**config.mk**
```make
export PLATFORM = sky130hd
export DESIGN_NAME = setclr_regbank
export DESIGN_NICKNAME = d
export VERILOG_FILES = /design/src/rtl/setclr_pkg.sv /design/src/rtl/setclr_arbiter.sv /design/src/rtl/setclr_ctrl.sv /design/src/rtl/setclr_datapath.sv /design/src/rtl/setclr_regbank.sv
export SDC_FILE = /design/constraint.sdc
export NUM_CORES = 1
export LEC_CHECK = 0
export BUFFER_PORTS_ARGS = -buffer_cell sky130_fd_sc_hd__buf_2
export CORE_MARGIN = 2
export CORE_UTILIZATION = 45
export DETAILED_ROUTE_END_ITERATION = 12
export PLACE_DENSITY = 0.7
export SLEW_MARGIN = 0
export SYNTH_ARGS = -nofsm -noshare
export SYNTH_HDL_FRONTEND = slang
export SYNTH_HIERARCHICAL = 1
export SYNTH_SLANG_ARGS = --single-unit
```
**constraint.sdc**
```tcl
create_clock -name clk -period 10.5 [get_ports clk]
set_input_delay 3.15 -clock clk [delete_from_list [all_inputs] [get_ports clk]]
set_output_delay 3.15 -clock clk [all_outputs]
set_load 0.05 [all_outputs]
```
**src/rtl/setclr_pkg.sv**
```systemverilog
package setclr_pkg;

  // Write behaviour selected by address bits [13:12] of the accepted access.
  typedef enum logic [1:0] {
    OP_WRITE = 2'd0,
    OP_SET   = 2'd1,
    OP_CLEAR = 2'd2,
    OP_NONE  = 2'd3
  } wr_op_e;

  // Strobes passed from control to datapath for one accepted access.
  typedef struct packed {
    logic   access;   // an access was granted this cycle
    logic   wrEn;     // legal write: update the addressed register
    logic   rdEn;     // legal read of the base window: return register value
    logic   errHit;   // access rejected
    wr_op_e op;       // write behaviour
    logic   srcId;    // granted master
  } strobe_t;

  localparam int WIN_LSB = 12;

endpackage

```
**src/rtl/setclr_arbiter.sv**
```systemverilog
module setclr_arbiter #(
  parameter int ADDR_W = 16,
  parameter int DATA_W = 32
) (
  input  logic              m0Wr,
  input  logic              m0Rd,
  input  logic [ADDR_W-1:0] m0Addr,
  input  logic [DATA_W-1:0] m0Wdata,
  input  logic              m1Wr,
  input  logic              m1Rd,
  input  logic [ADDR_W-1:0] m1Addr,
  input  logic [DATA_W-1:0] m1Wdata,
  output logic              m0Gnt,
  output logic              m1Gnt,
  output logic              selValid,
  output logic              selWr,
  output logic              selRd,
  output logic [ADDR_W-1:0] selAddr,
  output logic [DATA_W-1:0] selWdata,
  output logic              selId
);

  logic m0Req;
  logic m1Req;

  assign m0Req = m0Wr | m0Rd;
  assign m1Req = m1Wr | m1Rd;

  // Fixed priority: master 0 always wins.
  assign m0Gnt = m0Req;
  assign m1Gnt = m1Req & ~m0Req;

  always_comb begin
    selValid = m0Req | m1Req;
    selId    = ~m0Req;
    if (m0Req) begin
      selWr    = m0Wr;
      selRd    = m0Rd;
      selAddr  = m0Addr;
      selWdata = m0Wdata;
    end else begin
      selWr    = m1Wr;
      selRd    = m1Rd;
      selAddr  = m1Addr;
      selWdata = m1Wdata;
    end
  end

endmodule

```
**src/rtl/setclr_ctrl.sv**
```systemverilog
module setclr_ctrl
  import setclr_pkg::*;
#(
  parameter int ADDR_W   = 16,
  parameter int NUM_REGS = 16,
  parameter int IDX_W    = 4
) (
  input  logic              selValid,
  input  logic              selWr,
  input  logic              selRd,
  input  logic [ADDR_W-1:0] selAddr,
  input  logic              selId,
  output strobe_t           strb,
  output logic [IDX_W-1:0]  idx
);

  localparam int WF_W = ADDR_W - WIN_LSB;
  localparam int WO_W = WIN_LSB - 2;
  localparam logic [WF_W-1:0] WIN_LAST = WF_W'(2);
  localparam logic [WO_W-1:0] REG_LIMIT = WO_W'(NUM_REGS);

  logic [WF_W-1:0] winField;
  logic [WO_W-1:0] wordOff;
  logic            misaligned;
  logic            winBad;
  logic            idxBad;
  logic            conflict;
  logic            reject;
  wr_op_e          op;

  assign winField   = selAddr[ADDR_W-1:WIN_LSB];
  assign wordOff    = selAddr[WIN_LSB-1:2];
  assign misaligned = |selAddr[1:0];
  assign winBad     = winField > WIN_LAST;
  assign idxBad     = wordOff >= REG_LIMIT;
  assign conflict   = selWr & selRd;
  assign reject     = misaligned | winBad | idxBad | conflict;

  always_comb begin
    unique case (winField[1:0])
      2'd0:    op = OP_WRITE;
      2'd1:    op = OP_SET;
      2'd2:    op = OP_CLEAR;
      default: op = OP_NONE;
    endcase
  end

  always_comb begin
    strb.access = selValid;
    strb.errHit = selValid & reject;
    strb.wrEn   = selValid & selWr & ~reject;
    strb.rdEn   = selValid & selRd & ~reject & (op == OP_WRITE);
    strb.op     = op;
    strb.srcId  = selId;
  end

  assign idx = wordOff[IDX_W-1:0];

endmodule

```
**src/rtl/setclr_datapath.sv**
```systemverilog
module setclr_datapath
  import setclr_pkg::*;
#(
  parameter int DATA_W   = 32,
  parameter int NUM_REGS = 16,
  parameter int IDX_W    = 4
) (
  input  logic              clk,
  input  logic              rst,
  input  strobe_t           strb,
  input  logic [IDX_W-1:0]  idx,
  input  logic [DATA_W-1:0] wdata,
  output logic              respAck,
  output logic              respErr,
  output logic              respId,
  output logic [DATA_W-1:0] respData
);

  logic [DATA_W-1:0] regArr [NUM_REGS];
  logic [DATA_W-1:0] rdMux;

  for (genvar g = 0; g < NUM_REGS; g++) begin : g_reg
    logic              hit;
    logic [DATA_W-1:0] q;

    assign hit = strb.wrEn && (idx == IDX_W'(g));

    always_ff @(posedge clk) begin
      if (rst) begin
        q <= '0;
      end else if (hit) begin
        case (strb.op)
          OP_WRITE: q <= wdata;
          OP_SET:   q <= q | wdata;
          OP_CLEAR: q <= q & ~wdata;
          default:  q <= q;
        endcase
      end
    end

    assign regArr[g] = q;
  end

  assign rdMux = regArr[idx];

  always_ff @(posedge clk) begin
    if (rst) begin
      respAck  <= 1'b0;
      respErr  <= 1'b0;
      respId   <= 1'b0;
      respData <= '0;
    end else begin
      respAck  <= strb.access;
      respErr  <= strb.errHit;
      respId   <= strb.srcId;
      respData <= strb.rdEn ? rdMux : '0;
    end
  end

endmodule

```
**src/rtl/setclr_regbank.sv**
```systemverilog
module setclr_regbank
  import setclr_pkg::*;
#(
  parameter int ADDR_W   = 16,
  parameter int DATA_W   = 32,
  parameter int NUM_REGS = 16
) (
  input  logic              clk,
  input  logic              rst,
  input  logic              m0Wr,
  input  logic              m0Rd,
  input  logic [ADDR_W-1:0] m0Addr,
  input  logic [DATA_W-1:0] m0Wdata,
  output logic              m0Gnt,
  output logic              m0Ack,
  output logic              m0Err,
  output logic [DATA_W-1:0] m0Rdata,
  input  logic              m1Wr,
  input  logic              m1Rd,
  input  logic [ADDR_W-1:0] m1Addr,
  input  logic [DATA_W-1:0] m1Wdata,
  output logic              m1Gnt,
  output logic              m1Ack,
  output logic              m1Err,
  output logic [DATA_W-1:0] m1Rdata
);

  localparam int IDX_W = (NUM_REGS > 1) ? $clog2(NUM_REGS) : 1;

  logic              selValid;
  logic              selWr;
  logic              selRd;
  logic [ADDR_W-1:0] selAddr;
  logic [DATA_W-1:0] selWdata;
  logic              selId;
  strobe_t           strb;
  logic [IDX_W-1:0]  idx;
  logic              respAck;
  logic              respErr;
  logic              respId;
  logic [DATA_W-1:0] respData;

  setclr_arbiter #(.ADDR_W(ADDR_W), .DATA_W(DATA_W)) u_arb (
    .m0Wr(m0Wr), .m0Rd(m0Rd), .m0Addr(m0Addr), .m0Wdata(m0Wdata),
    .m1Wr(m1Wr), .m1Rd(m1Rd), .m1Addr(m1Addr), .m1Wdata(m1Wdata),
    .m0Gnt(m0Gnt), .m1Gnt(m1Gnt),
    .selValid(selValid), .selWr(selWr), .selRd(selRd),
    .selAddr(selAddr), .selWdata(selWdata), .selId(selId)
  );

  setclr_ctrl #(.ADDR_W(ADDR_W), .NUM_REGS(NUM_REGS), .IDX_W(IDX_W)) u_ctrl (
    .selValid(selValid), .selWr(selWr), .selRd(selRd),
    .selAddr(selAddr), .selId(selId), .strb(strb), .idx(idx)
  );

  setclr_datapath #(.DATA_W(DATA_W), .NUM_REGS(NUM_REGS), .IDX_W(IDX_W)) u_dp (
    .clk(clk), .rst(rst), .strb(strb), .idx(idx), .wdata(selWdata),
    .respAck(respAck), .respErr(respErr), .respId(respId), .respData(respData)
  );

  assign m0Ack   = respAck & ~respId;
  assign m1Ack   = respAck &  respId;
  assign m0Err   = m0Ack & respErr;
  assign m1Err   = m1Ack & respErr;
  assign m0Rdata = respId ? '0 : respData;
  assign m1Rdata = respId ? respData : '0;

endmodule

```
Word-level counts from Yosys, hierarchy flattened
Index checks and enable logic that the tools add are counted.
{ "totals": {"in_bits": 102, "wordCells": 162, "register_bits": 547, "output_inout_bits": 70} }
{ "classes": {"n_mux": 26, "n_bitwise": 56, "magnitude_cmp": 3, "n_eq_ne": 19, "reduce_logical": 38} }
{ "op_table": {"columns": ["operator", "n"], "rows": [
  ["32-bit one-hot mux with 3 select lines", 16],
  ["32-bit bitwise AND", 16],
  ["32-bit bitwise OR", 16],
  ["32-bit two-way mux", 5],
  ["32-bit binary-select mux with 4-bit select", 1],
  ["4-bit == test, second input constant", 8],
  ["32-bit NOT", 1],
  ["2-bit AND reduction", 16],
  ["4-bit by 3-bit == test with 1-bit output, second input constant", 4],
  ["1-bit logical AND", 16],
  ["16-bit two-way mux", 1],
  ["1-bit bitwise AND", 12],
  ["10-bit by 5-bit greater-or-equal comparator with 1-bit output, second input constant", 1],
  ["4-bit by 2-bit == test with 1-bit output, second input constant", 2],
  ["1-bit bitwise OR", 6],
  ["2-bit one-hot mux with 3 select lines", 1],
  ["5-bit greater-or-equal comparator, second input constant", 1],
  ["4-bit NOT with 5-bit output", 1],
  ["2-bit by 1-bit == test with 1-bit output, second input constant", 2],
  ["2-bit == test, second input constant", 2],
  ["4-bit by 1-bit == test with 1-bit output, second input constant", 1],
  ["4-bit by 2-bit greater-than comparator with 1-bit output, second input constant", 1],
  ["2-bit logical NOT", 2],
  ["4-bit logical NOT", 1],
  ["other kinds (4)", 9]
]} }

Logic depth before layout (Yosys ltp)
{ "logic_depth": {"word_depth": 11, "mapped_depth": 12, "depth_no_buf": 8} }

Modules after synthesis
Netlist, hierarchy kept.
{ "by_module_without_submodules": {"columns": ["mod", "area_per_inst_um2", "cells_each", "instances"], "rows": [
  ["setclr_datapath", 25548.3, 2426, 1],
  ["setclr_arbiter", 643.1, 62, 1],
  ["setclr_regbank", 478.0, 75, 1],
  ["setclr_ctrl", 160.2, 19, 1]
]} }

Worst setup path after synthesis
OpenSTA, ideal clock, no wires.
{ "synth_timing": {"path_type": "input -> output", "from": "input port m0Rd", "to": "output port m1Gnt", "t_arrival_ns": 4.440, "cell_stages": 4, "required_time_ns": 7.350, "setup_slack_ns": 2.910, "path_buffers": 1, "path_cell_list": "nor2_4 > buf_6 > inv_1 > nor2_1"} }
{ "synth_via": {"elab_chain_len": 3} }
{ "synth_lines": {"columns": ["item", "line", "text"], "rows": [
  ["start: declaration", "setclr_regbank.sv:11", "input logic m0Rd,"],
  ["1-bit bitwise OR", "setclr_arbiter.sv:26", "assign m0Req = m0Wr | m0Rd;"],
  ["1-bit NOT", null, null],
  ["named net selId", "setclr_regbank.sv:35", "logic selId;"],
  ["1-bit bitwise AND", "setclr_arbiter.sv:31", "assign m1Gnt = m1Req & ~m0Req;"],
  ["end: declaration", "setclr_regbank.sv:22", "output logic m1Gnt,"]
]} }
The timed path passes the listed nets, and every way through them passes these cells.

Final worst setup path
Ends and elaborated chain as after synthesis.

==> results.yml <==
status:
  status: "complete, no violations"
timing:
  slew_headroom: 0.0792
  post-route-period-util: 0.731
  timing.final.ws_setup_ns: 2.82
  slew_violations: 0
  setup_tns_ns: 0
  hold_viol: 0
  worstMarginPinSlew_ns: 1.37
  fmax_ghz: 0.130
  finClkSkew_ns: 0.0190
  min_period_ns: 7.68
  setup_viol: 0
  grt_setup_unrepaired: "no"
pwr:
  switching_share: 0.277
  pwr_density_cell_nw_per_um2: 160
  power.share.clock: 0.421
  seqPwrFrac: 0.452
  pwr-share-comb: 0.127
  power_leakage_nw: 9.05
  p_int_mw: 3.32
  vdd_drop_max_v: 0.000138
  p_switching_mw: 1.27
floorplanning:
  die_area_um2: 61600
  core_um2: 59000
  dieWidth_um: 248
  rows: 89
  initial_utilization: 0.455
  ios: 172
  die_h_um: 248
synth:
  synth_area_per_cell_um2: 10.4
  yosys-top-cells-area: "dfxtp_1, a31oi_1, a211oi_1, mux4_2, a211oi_2"
  ys_warn_count: 6
  synthArstFlopShare: 0
  yosysTopAreaCell: "dfxtp_1"
  yosysMostFrequentCell: "dfxtp_1"
  synthesis.area_um2: 26800
  synthFlopType: "dfxtp_1"
  synth_edf_count: 0
  synthTopCellsByCount: "dfxtp_1, a31oi_1, a211oi_1"
  syn_inst: 2582
  syn_nets: 2687
  ys_types: 42
  ys_ff_latch: 547
  synth_top_cell_area_share: 0.408
  synth-seq-area-share: 0.408
setup_path:
  worstReg2RegEnd: "u_dp/respData[0]"
  cp_common_cell: "buf_2"
  cp.arrival_ns: 4.53
  r2r_setup_slack_ns: 8.73
  critPathKind: "in2out"
  worstSetupStartpoint: "m0Rd"
  endpoint: "m1Gnt"
  cp_num_cells: 5
  crit_chain: "buf_2 > nor2_4 > inv_1 > nor2_1 > buf_2"
  reg2reg_depth: 3
  regToRegStartpoint: "u_dp/g_reg[3].q[0]"
  cpMaxStageDelayCell: "nor2_4"
  cp_max_fo: 33
  cp_data_required_time_ns: 7.35
  critical-path-top-delay-family: "simple AND/OR/NAND/NOR gates"
  cp_slowest_stage_delay_ns: 0.72
  start_kind: "primary input"
  worst-path-buf-inv: 3
  cp-end-kind: "output port"
detailed_routing:
  detail_route.wl_per_cell_um: 27.0
  drtAntennaViolNets: 0
  via_per_inst: 7.06
  route.detailed.drc: 0
  vias: 22900
  dr.pass1.iters: 6
  wirelength_um: 87800
  first_iter_violations: 2927
placed_design:
  gp_congestion: 0.809
  dpl.hpwl_um: 47600
  dpl_worst_slack_ns: 2.46
  port_buffers: 171
global_routing:
  grt_pass1_wl_um: 134000
  grt_max_degree: 201
  grt_pass1_vias: 22500
  track_usage: 0.278
  antenna_found_initial: 1
  grt_overflow: 0
clock_tree:
  hold_buffers: 0
  path_clk_slew_ns: 0.06
  htree_levels: 2
  cts.sinks: 547
  post-cts-setup-buffers: 0
  clkLatencyLatePin_ns: 0.62
  root_buffer: "clkbuf_16"
  tritoncts: "yes"
  numCtsBuffers: 55
  clk_path_buf_depth: 3
  cts_resized: 0
layout:
  area_growth_pct: 7.07
  fin_nets: 2537
  filler_cell_count: 5240
  drive_above_1_share: 0.257
  post-route-util: 0.487
min_path:
  hold_depth: 2
  hp-class: "reg2reg"
job:
  drv_cap: 0
-- kinds of logic (layout without fill, tap and decap cells) --
family | count (synthesis) | in the layout | share of synthesized area
AND/OR/NAND/NOR | 176 | 176 | 0.0437
other | 0 | 1 | 0
buffers and inverters | 427 | 318 | 0.0811
adder cells (fa/ha/maj) | 3 | 3 | 0.00140
flip-flops | 547 | 547 | 0.408
AO/OA/AOI/OAI | 1189 | 1189 | 0.341
multiplexers | 240 | 240 | 0.125
-- sequential cells by signal (all words and copies together) (netlist names) --
name and flops:
u_dp/respErr 1, u_dp/respId 1, u_dp/respData 32, u_dp/g.q 512, u_dp/respAck 1
-- area by class of cell --
class | count | area [um2] | area share
Antenna cell | 1 | 2.50 | 0.0000871
Clock buffer | 87 | 1650 | 0.0574
Clock inverter | 11 | 98.8 | 0.00344
Inverter | 7 | 26.3 | 0.000915
Multi-Input combinational cell | 1608 | 13800 | 0.482
Sequential cell | 547 | 11000 | 0.381
Tap cell | 773 | 967 | 0.0337
Timing Repair Buffer | 213 | 1190 | 0.0416
-- metrics by stage --
step	hold WS (ns)	instances	power (mW)	cell area (um2)
after CTS	0.545	3245	4.59	28700
after floorplan	0.516	2582	2.57	26800
final	0.546	3247	4.60	28700
after detailed placement	0.538	3147	2.69	27000
after global routing	0.559	3246	4.72	28700
after global placement	0.525	3147	2.68	27000
-- per-layer routing --
metal / wire length [um] / track usage / up-vias
li1: - / - / 9922
met1: 35200 / 0.371 / 11200
met2: 39700 / 0.439 / 1500
met3: 8790 / 0.0509 / 287
met4: 4080 / 0.127 / 0
met5: 0 / 0 / -
-- layout by cell type (no fill, tap or decap), types with 33 or more instances in the layout --
master,netlist,final
mux2i_1,64,64
mux2_2,108,106
buf_2,194,170
a31oi_1,512,512
buf_4,35,41
clkbuf_16,0,56
and2_1,46,33
dfxtp_1,547,546
a211oi_1,412,412
a211oi_2,101,101
nor2b_1,71,68
mux4_2,64,64
-- power groups by stage --
| stage | Sequential [mW] | Clock, mW | Combinational (mW) |
|---|---|---|---|
| final | 2.08 | 1.93 | 0.585 |
| after global routing | 2.07 | 2.03 | 0.613 |
| after CTS | 2.08 | 1.94 | 0.568 |
| after detailed placement | 2.12 | 0 | 0.567 |
| after global placement | 2.12 | 0 | 0.553 |
| after floorplan | 2.12 | 0 | 0.448 |
-- worst reg2reg max path, cell delays in order (launching register included) --
cell and delay [ns]:
dfxtp_1 0.33, mux2i_1 0.07, a22o_1 0.27, o31ai_1 0.88
-- how the worst min path moves through the flow --
stage | start | to | slack [ns]
detailed placement | u_dp/g_reg[5].q[1] | u_dp/g_reg[5].q[1] | 0.54
global route | u_dp/g_reg[5].q[24] | u_dp/g_reg[5].q[24] | 0.56
floorplan | u_dp/g_reg[10].q[31] | u_dp/g_reg[10].q[31] | 0.52
global placement | u_dp/g_reg[4].q[24] | u_dp/g_reg[4].q[24] | 0.52
CTS | u_dp/g_reg[6].q[29] | u_dp/g_reg[6].q[29] | 0.55
finish | u_dp/g_reg[1].q[17] | u_dp/g_reg[1].q[17] | 0.55
(Power assumes the default switching activity.)
